### config.mk
export PLATFORM = sky130hd
export DESIGN_NAME = lowTransScanGen
export DESIGN_NICKNAME = d
export VERILOG_FILES = /design/src/rtl/ltsgPkg.sv /design/src/rtl/ltsgDatapath.sv /design/src/rtl/ltsgCtrl.sv /design/src/rtl/lowTransScanGen.sv
export SDC_FILE = /design/constraint.sdc
export NUM_CORES = 1
export LEC_CHECK = 0
export ABC_AREA = 1
export CAP_MARGIN = 40
export CORE_ASPECT_RATIO = 0.5
export CORE_MARGIN = 3
export CORE_UTILIZATION = 57
export DETAILED_ROUTE_END_ITERATION = 10
export PLACE_DENSITY = 0.89
export REMOVE_ABC_BUFFERS = 1
export SETUP_SLACK_MARGIN = 0.02
export SYNTH_ARGS = -nofsm -noshare
export SYNTH_HDL_FRONTEND = slang
export SYNTH_SLANG_ARGS = --single-unit
### constraint.sdc
create_clock -name clk -period 4.2 [get_ports clk]
set_input_delay 1.05 -clock clk [delete_from_list [all_inputs] [get_ports clk]]
set_output_delay 1.05 -clock clk [all_outputs]
set_load 0.005 [all_outputs]
### src/rtl/ltsgPkg.sv
package ltsgPkg;
  // strobes issued by the sequencer to the stimulus datapath
  typedef struct packed {
    logic clearTff;
    logic advance;
    logic loadSeed;
  } strobe_t;

  typedef enum logic [1:0] {
    ST_IDLE    = 2'd0,
    ST_SHIFT   = 2'd1,
    ST_CAPTURE = 2'd2
  } state_t;
endpackage

### src/rtl/ltsgDatapath.sv
module ltsgDatapath
  import ltsgPkg::*;
#(
  parameter int              LFSR_W       = 16,
  parameter logic [LFSR_W-1:0] POLY_MASK    = 16'hB400,
  parameter logic [LFSR_W-1:0] DEFAULT_SEED = 16'hACE1,
  parameter int              AND_K        = 3
) (
  input  logic              clk,
  input  logic              rstN,
  input  strobe_t           strb,
  input  logic [LFSR_W-1:0] seedData,
  output logic              scanIn
);
  localparam int TAP_STEP = LFSR_W / AND_K;

  logic [LFSR_W-1:0] lfsrQ;
  logic [LFSR_W-1:0] lfsrNext;
  logic [LFSR_W-1:0] seedSafe;
  logic [AND_K-1:0]  tapBits;
  logic              feedback;
  logic              andOut;
  logic              tffQ;

  // evenly spread AND taps
  for (genvar i = 0; i < AND_K; i++) begin : g_tap
    assign tapBits[i] = lfsrQ[i*TAP_STEP];
  end

  always_comb begin
    andOut   = &tapBits;
    feedback = ^(lfsrQ & POLY_MASK);
    lfsrNext = {lfsrQ[LFSR_W-2:0], feedback};
    seedSafe = (seedData == '0) ? DEFAULT_SEED : seedData;
  end

  // LFSR: steps only on shift cycles, loads a safe seed
  always_ff @(posedge clk) begin
    if (!rstN)              lfsrQ <= DEFAULT_SEED;
    else if (strb.loadSeed) lfsrQ <= seedSafe;
    else if (strb.advance)  lfsrQ <= lfsrNext;
  end

  // toggle flip-flop: flips when the AND is 1, holds otherwise
  always_ff @(posedge clk) begin
    if (!rstN)              tffQ <= 1'b0;
    else if (strb.clearTff) tffQ <= 1'b0;
    else if (strb.advance)  tffQ <= tffQ ^ andOut;
  end

  assign scanIn = tffQ;

  AST_LFSR_NONZERO: assert property (@(posedge clk) disable iff (!rstN)
    lfsrQ != '0);
  AST_LFSR_HOLD: assert property (@(posedge clk) disable iff (!rstN)
    (!strb.advance && !strb.loadSeed) |=> $stable(lfsrQ));
  AST_TFF_HOLD: assert property (@(posedge clk) disable iff (!rstN)
    (!strb.clearTff && !(strb.advance && andOut)) |=> $stable(tffQ));
  AST_TFF_FLIP: assert property (@(posedge clk) disable iff (!rstN)
    (!strb.clearTff && strb.advance && andOut) |=> (tffQ != $past(tffQ)));
  AST_TFF_CLEAR: assert property (@(posedge clk) disable iff (!rstN)
    strb.clearTff |=> !tffQ);
endmodule

### src/rtl/ltsgCtrl.sv
module ltsgCtrl
  import ltsgPkg::*;
#(
  parameter int CHAIN_LEN = 12,
  parameter int VEC_W     = 8
) (
  input  logic             clk,
  input  logic             rstN,
  input  logic             start,
  input  logic             seedLoad,
  input  logic [VEC_W-1:0] numVectors,
  output strobe_t          strb,
  output logic             scanEn,
  output logic             capture,
  output logic             done
);
  localparam int CNT_W = (CHAIN_LEN > 1) ? $clog2(CHAIN_LEN) : 1;

  state_t           state;
  logic [CNT_W-1:0] shiftCnt;
  logic [VEC_W-1:0] vecCnt;
  logic [VEC_W-1:0] vecTarget;
  logic             doneQ;
  logic             idle;
  logic             lastShift;
  logic             lastVec;

  always_comb begin
    idle          = (state == ST_IDLE);
    lastShift     = (shiftCnt == CNT_W'(CHAIN_LEN - 1));
    lastVec       = ({1'b0, vecCnt} + (VEC_W+1)'(1)) == {1'b0, vecTarget};
    strb.loadSeed = idle && seedLoad;              // idle only
    strb.clearTff = idle && start;
    strb.advance  = (state == ST_SHIFT);
    scanEn        = (state == ST_SHIFT);
    capture       = (state == ST_CAPTURE);
    done          = doneQ;
  end

  always_ff @(posedge clk) begin
    if (!rstN) begin
      state     <= ST_IDLE;
      shiftCnt  <= '0;
      vecCnt    <= '0;
      vecTarget <= '0;
      doneQ     <= 1'b0;
    end else begin
      unique case (state)
        ST_IDLE: begin
          if (start) begin
            shiftCnt  <= '0;
            vecCnt    <= '0;
            vecTarget <= numVectors;
            if (numVectors == '0) begin
              doneQ <= 1'b1;
            end else begin
              doneQ <= 1'b0;
              state <= ST_SHIFT;
            end
          end
        end
        ST_SHIFT: begin
          if (lastShift) begin
            shiftCnt <= '0;
            state    <= ST_CAPTURE;
          end else begin
            shiftCnt <= shiftCnt + CNT_W'(1);
          end
        end
        ST_CAPTURE: begin
          vecCnt <= vecCnt + VEC_W'(1);
          if (lastVec) begin
            state <= ST_IDLE;
            doneQ <= 1'b1;
          end else begin
            state <= ST_SHIFT;
          end
        end
        default: state <= ST_IDLE;
      endcase
    end
  end

  AST_SHIFT_BOUND: assert property (@(posedge clk) disable iff (!rstN)
    scanEn |-> ({1'b0, shiftCnt} < (CNT_W+1)'(CHAIN_LEN)));
  AST_CAPTURE_AFTER_LAST: assert property (@(posedge clk) disable iff (!rstN)
    (scanEn && lastShift) |=> (capture && !scanEn));
  AST_CAPTURE_SINGLE: assert property (@(posedge clk) disable iff (!rstN)
    capture |=> !capture);
  AST_DONE_QUIET: assert property (@(posedge clk) disable iff (!rstN)
    done |-> (!scanEn && !capture));
  AST_BUSY_IGNORES_REQ: assert property (@(posedge clk) disable iff (!rstN)
    (!idle && start) |=> $stable(vecTarget));
  AST_ZERO_VECTORS: assert property (@(posedge clk) disable iff (!rstN)
    (idle && start && numVectors == '0) |=> (done && !scanEn));
endmodule

### src/rtl/lowTransScanGen.sv
module lowTransScanGen
  import ltsgPkg::*;
#(
  parameter int                LFSR_W       = 16,
  parameter logic [LFSR_W-1:0] POLY_MASK    = 16'hB400,
  parameter logic [LFSR_W-1:0] DEFAULT_SEED = 16'hACE1,
  parameter int                AND_K        = 3,
  parameter int                CHAIN_LEN    = 12,
  parameter int                VEC_W        = 8
) (
  input  logic              clk,
  input  logic              rstN,
  input  logic              start,
  input  logic              seedLoad,
  input  logic [LFSR_W-1:0] seedData,
  input  logic [VEC_W-1:0]  numVectors,
  output logic              scanIn,
  output logic              scanEn,
  output logic              capture,
  output logic              done
);
  strobe_t strb;

  ltsgCtrl #(
    .CHAIN_LEN(CHAIN_LEN),
    .VEC_W    (VEC_W)
  ) u_ctrl (
    .clk       (clk),
    .rstN      (rstN),
    .start     (start),
    .seedLoad  (seedLoad),
    .numVectors(numVectors),
    .strb      (strb),
    .scanEn    (scanEn),
    .capture   (capture),
    .done      (done)
  );

  ltsgDatapath #(
    .LFSR_W      (LFSR_W),
    .POLY_MASK   (POLY_MASK),
    .DEFAULT_SEED(DEFAULT_SEED),
    .AND_K       (AND_K)
  ) u_dp (
    .clk     (clk),
    .rstN    (rstN),
    .strb    (strb),
    .seedData(seedData),
    .scanIn  (scanIn)
  );
endmodule

======== Word-level counts from Yosys, hierarchy flattened ========
Index checks and enable logic that the tools add are counted.
W data, S select, Z words.
word-level totals
  bits in registers ....................... 40
  bits of input ports ..................... 28
operators by class
  add/sub/neg operators ................... 3
  equal/unequal tests ..................... 8
  muxes and demuxes ....................... 17
  bitwise logic cells ..................... 2
  reduce and logical (&&, ||, !) cells .... 16
operator list
  cell                   count
  $mux W16               3
  $logic_not A16 Y1      1
  $pmux W8 S2            1
  $reduce_xor A16 Y1     1
  $add A8 B1 Y9 const B  1
  $eq A9 B8 Y1           1
  $reduce_and A3 Y1      3
  $add A8 B1 Y8 const B  1
  $logic_not A8 Y1       1
  $mux W4                2
  $mux W8                1
  $pmux W4 S2            1
  $mux W2                3
  $pmux W2 S3            1
  $reduce_and A2 Y1      3
  $reduce_bool A2 Y1     3
  $add A4 B1 Y4 const B  1
  $eq A4 B4 Y1 const B   1
  $mux W1                4
  $ne A2 B1 Y1 const B   2
  $ne A2 B2 Y1 const B   2
  $eq A2 B1 Y1 const B   1
  $eq A2 B2 Y1 const B   1
  $logic_and A1 B1 Y1    2
  other kinds (5)        5

======== Depth between registers and ports, before layout ========
  depth in word-level cells ............... 4
  mapped depth ............................ 13

======== By module ========
From an unflattened synthesis, not the netlist that was laid out.
second synthesis, totals
  cells, all modules ...................... 339
  area, all modules ....................... 2213.4 µm²
modules (own cells, without submodules)
  module        times used  cells an instance  area each (µm²)  sequential area each (µm²)
  ltsgCtrl      1           193                1278.7           460.4
  ltsgDatapath  1           146                934.6            340.3

======== Worst setup path after synthesis ========
Ideal clock, no wire load.
  path type ............................... in2reg
  from .................................... input numVectors[7]
  to ...................................... register u_ctrl.state[0]
  setup time .............................. 120 ps
  data arrival time ....................... 1858 ps
  data required time ...................... 4080 ps
  slack ................................... 2222 ps
  stages .................................. 5
  path buffers ............................ 0
  path through ............................ or2_2 -> nor4_1 -> inv_1 -> o21ai_0 -> a21oi_2
on the way
  cells in the longest elaborated chain, start to end .. 3
RTL lines
  what                                RTL line               source
  from (decl)                         lowTransScanGen.sv:16  input logic [VEC_W-1:0] numVectors,
  $logic_not A8 Y1                    ltsgCtrl.sv:54         if (numVectors == '0) begin
  $ne A2 B2 Y1 (no source line)       -
  $reduce_and A3 Y1 (no source line)  -
  to (signal assigned)                ltsgCtrl.sv:58         state <= ST_SHIFT;
  to (signal assigned)                ltsgCtrl.sv:65         state <= ST_CAPTURE;
  to (signal assigned)                ltsgCtrl.sv:73         state <= ST_IDLE;
  to (decl)                           ltsgCtrl.sv:19         state_t state;
No other way between the ends.
A chain may end at the register's enable or synchronous reset.

======== Worst setup path in the final report ========
  from .................................... register u_ctrl.state[0]
  to ...................................... output scanEn
on the way
  cells in the longest elaborated chain, start to end .. 1
RTL lines
  what                    RTL line               source
  from (signal assigned)  ltsgCtrl.sv:42         state <= ST_IDLE;
  from (signal assigned)  ltsgCtrl.sv:58
  from (signal assigned)  ltsgCtrl.sv:65
  $eq A2 B1 Y1            ltsgCtrl.sv:35         scanEn = (state == ST_SHIFT);
  to (decl)               lowTransScanGen.sv:18  output logic scanEn,
No other way between the ends.

==> results.cfg <==
[critical_path]
end_kind = output pin
path_max_fanout = 13
cp_slowest_cell = clkdlybuf4s50_1
required_ns = 3.15
worstPathCellList = inv_2 -> nor2_2 -> clkdlybuf4s50_1
worstSetupStartpointType = flop
crit_path_max_incr_delay_ns = 0.61
crit_type = reg -> out
cp.arrival_ns = 1.80

[drt]
drt_first_pass_iters = 5
vias_per_cell = 5.57
vias = 2066
ant_nets = 0
first_iter_violations = 109
routed_wl_mm = 4.84
wl_per_cell_microns = 13.0
remaining_drc_errors = 0

[pwr]
fin_total_pwr_uw = 799
leakage_uw = 0.000992
ir_worst_vdd_v = 0.000219
powerDensity_nw_per_um2 = 321

[floorplan]
die_w_microns = 91.3
die_area_sq_um = 4450
ios = 32
core_area_sq_um = 3240
dieHeight_microns = 48.7
num_rows = 14
initial_core_util_pct = 64.1

[global_routing]
grt_pass1_vias = 1884
grt_pass1_wl_mm = 7.95
track_usage_pct = 22.2
grt_max_degree = 26
grt-ovfl-total = 0
antenna_found_initial = 0

[place]
dp_hpwl_mm = 3.51
gp_congestion = 0.884
numPortBuffers = 31

[finish]
syn2layout_area_growth_pct = 20.0
nets = 353
final_util_pct = 76.9
num_antenna_cells = 0
drive_gt1_share_pct = 10.8

[sta]
fin_hold_ws_ns = 0.450
post-route-period-util_pct = 67.9
tightest_slew_ns = 0.573
maxSlewHeadroom_pct = 61.8
fmax_mhz = 351
fin_tns_setup_ns = 0
period_minus_slack_ns = 2.85
rsz0062_at_grt = false
hold_violations = 0
setup-violations-final = 0
slew_violations = 0
finClkSkew_ns = 0.00455

[cts]
root_buffer = clkbuf_8
cts_tree = yes
clkLatencyLatePin_ns = 0.29
htreeDepth = 2
cts_buffers = 5
cts_buffer_depth = 2
cts_num_sinks = 40
cts_resized = 0
cts_setup_buffers = 0
clk_pin_slew_ns = 0.07
ctsHoldBuffers = 0

[logic_synthesis]
synth_area_leaders = dfxtp_1 39%, nand2_1 9.4%, a21oi_1 7.7%, inv_1 6.1%, o21ai_0 5.3%
synth-edff-count = 0
async_flop_share_pct = 0
synth.top_cells.by_count = 52 x nand2_1, 40 x dfxtp_1, 34 x inv_1
ys_ff_latch = 40
yosysMostFrequentCell = nand2_1
synth_flop_cell = dfxtp_1
yosys.area.top_type = dfxtp_1
netlist.area_leader.share_pct = 38.6
synth-warning-count = 0
synth.distinct_cells = 34
synth_cells = 292
synth_seq_area_share_pct = 38.6
syn_area_sq_um = 2080
avgSynthCellArea_sq_um = 7.11

[worst_hold_path]
hold_path_class = reg -> reg

[run]
cap_violations = 0

[run_status]
status = finished clean
power breakdown:
part	switching [uW]	internal, uW	total, uW
clock network	128	113	241
logic	73.1	61.2	134
registers	18.1	406	424
metrics by stage:
step,std cells,instance area (sq um),setup slack (ns)
after floorplan,284,2040,2.17
after global placement,364,2410,1.56
after detailed placement,364,2410,1.52
after CTS,371,2490,1.34
after global routing,371,2490,1.23
final,371,2490,1.35
state kept, by name, summed over array words and instances (netlist names):
| signal | cells |
|---|---|
| u_ctrl.done | 1 |
| u_ctrl.shiftCnt | 4 |
| u_ctrl.state | 2 |
| u_ctrl.vecCnt | 8 |
| u_ctrl.vecTarget | 8 |
| u_dp.lfsrQ | 16 |
| u_dp.scanIn | 1 |
worst paths after layout:
check | slack [ns] | cells after the start | startpoint | endpoint
setup / recovery | 1.35 | 3 | u_ctrl.state[0] | scanEn
hold / removal | 0.45 | 2 | u_dp.lfsrQ[4] | u_dp.lfsrQ[4]
setup reg to reg | 2.36 | 6 | u_ctrl.state[0] | u_dp.lfsrQ[12]
hold reg to reg | 0.45 | 2 | u_dp.lfsrQ[4] | u_dp.lfsrQ[4]
worst max-delay path, delay by kind of cell (launching register included):
family                 cells  cell delay, ns
buffers and inverters      2            0.67
flip-flops                 1            0.39
AND/OR/NAND/NOR            1            0.45
final cells by class:
cell class                 instances  area [sq um]
clock inverter                     1          5.00
timing repair buffer              32           318
tap                               48          60.1
inverter                          41           154
clock buffer                       6          72.6
fill                             237           749
sequential                        40           801
multi-input combinational        203          1080
routing by layer:
metal / track usage [%] / routed length (microns)
met2: 40.4 / 2400
met1: 24.9 / 2070
met5: 0 / 0
met4: 8.50 / 93
met3: 5.88 / 271
cell families (layout without fill, tap and decap cells):
logic type,count (synthesis),in the layout,share of synthesized area [%]
AOI/OAI and AO/OA,70,70,19.9
DFF,40,40,38.6
buffers and inverters,49,80,9.34
xor gates and xnor gates,5,5,2.11
and+or+nand+nor,126,126,28.9
adders and majority gates,2,2,1.21
placed cells by master, fill, tap and decap left out, types with 3 or more instances in the layout:
master,netlist,final
clkbuf_8,0,5
o221ai_1,6,6
nor2_1,22,22
o21ai_0,22,22
inv_1,34,34
dfxtp_1,40,40
nor2_2,7,7
nor3_1,3,3
nand4_1,6,6
nand3_2,4,4
inv_2,5,5
clkdlybuf4s50_1,0,31
xnor2_1,3,3
a21oi_1,32,32
nand3_1,21,21
nand2_1,52,52
nand2_2,6,6
Power figures use the tool's default switching activity.
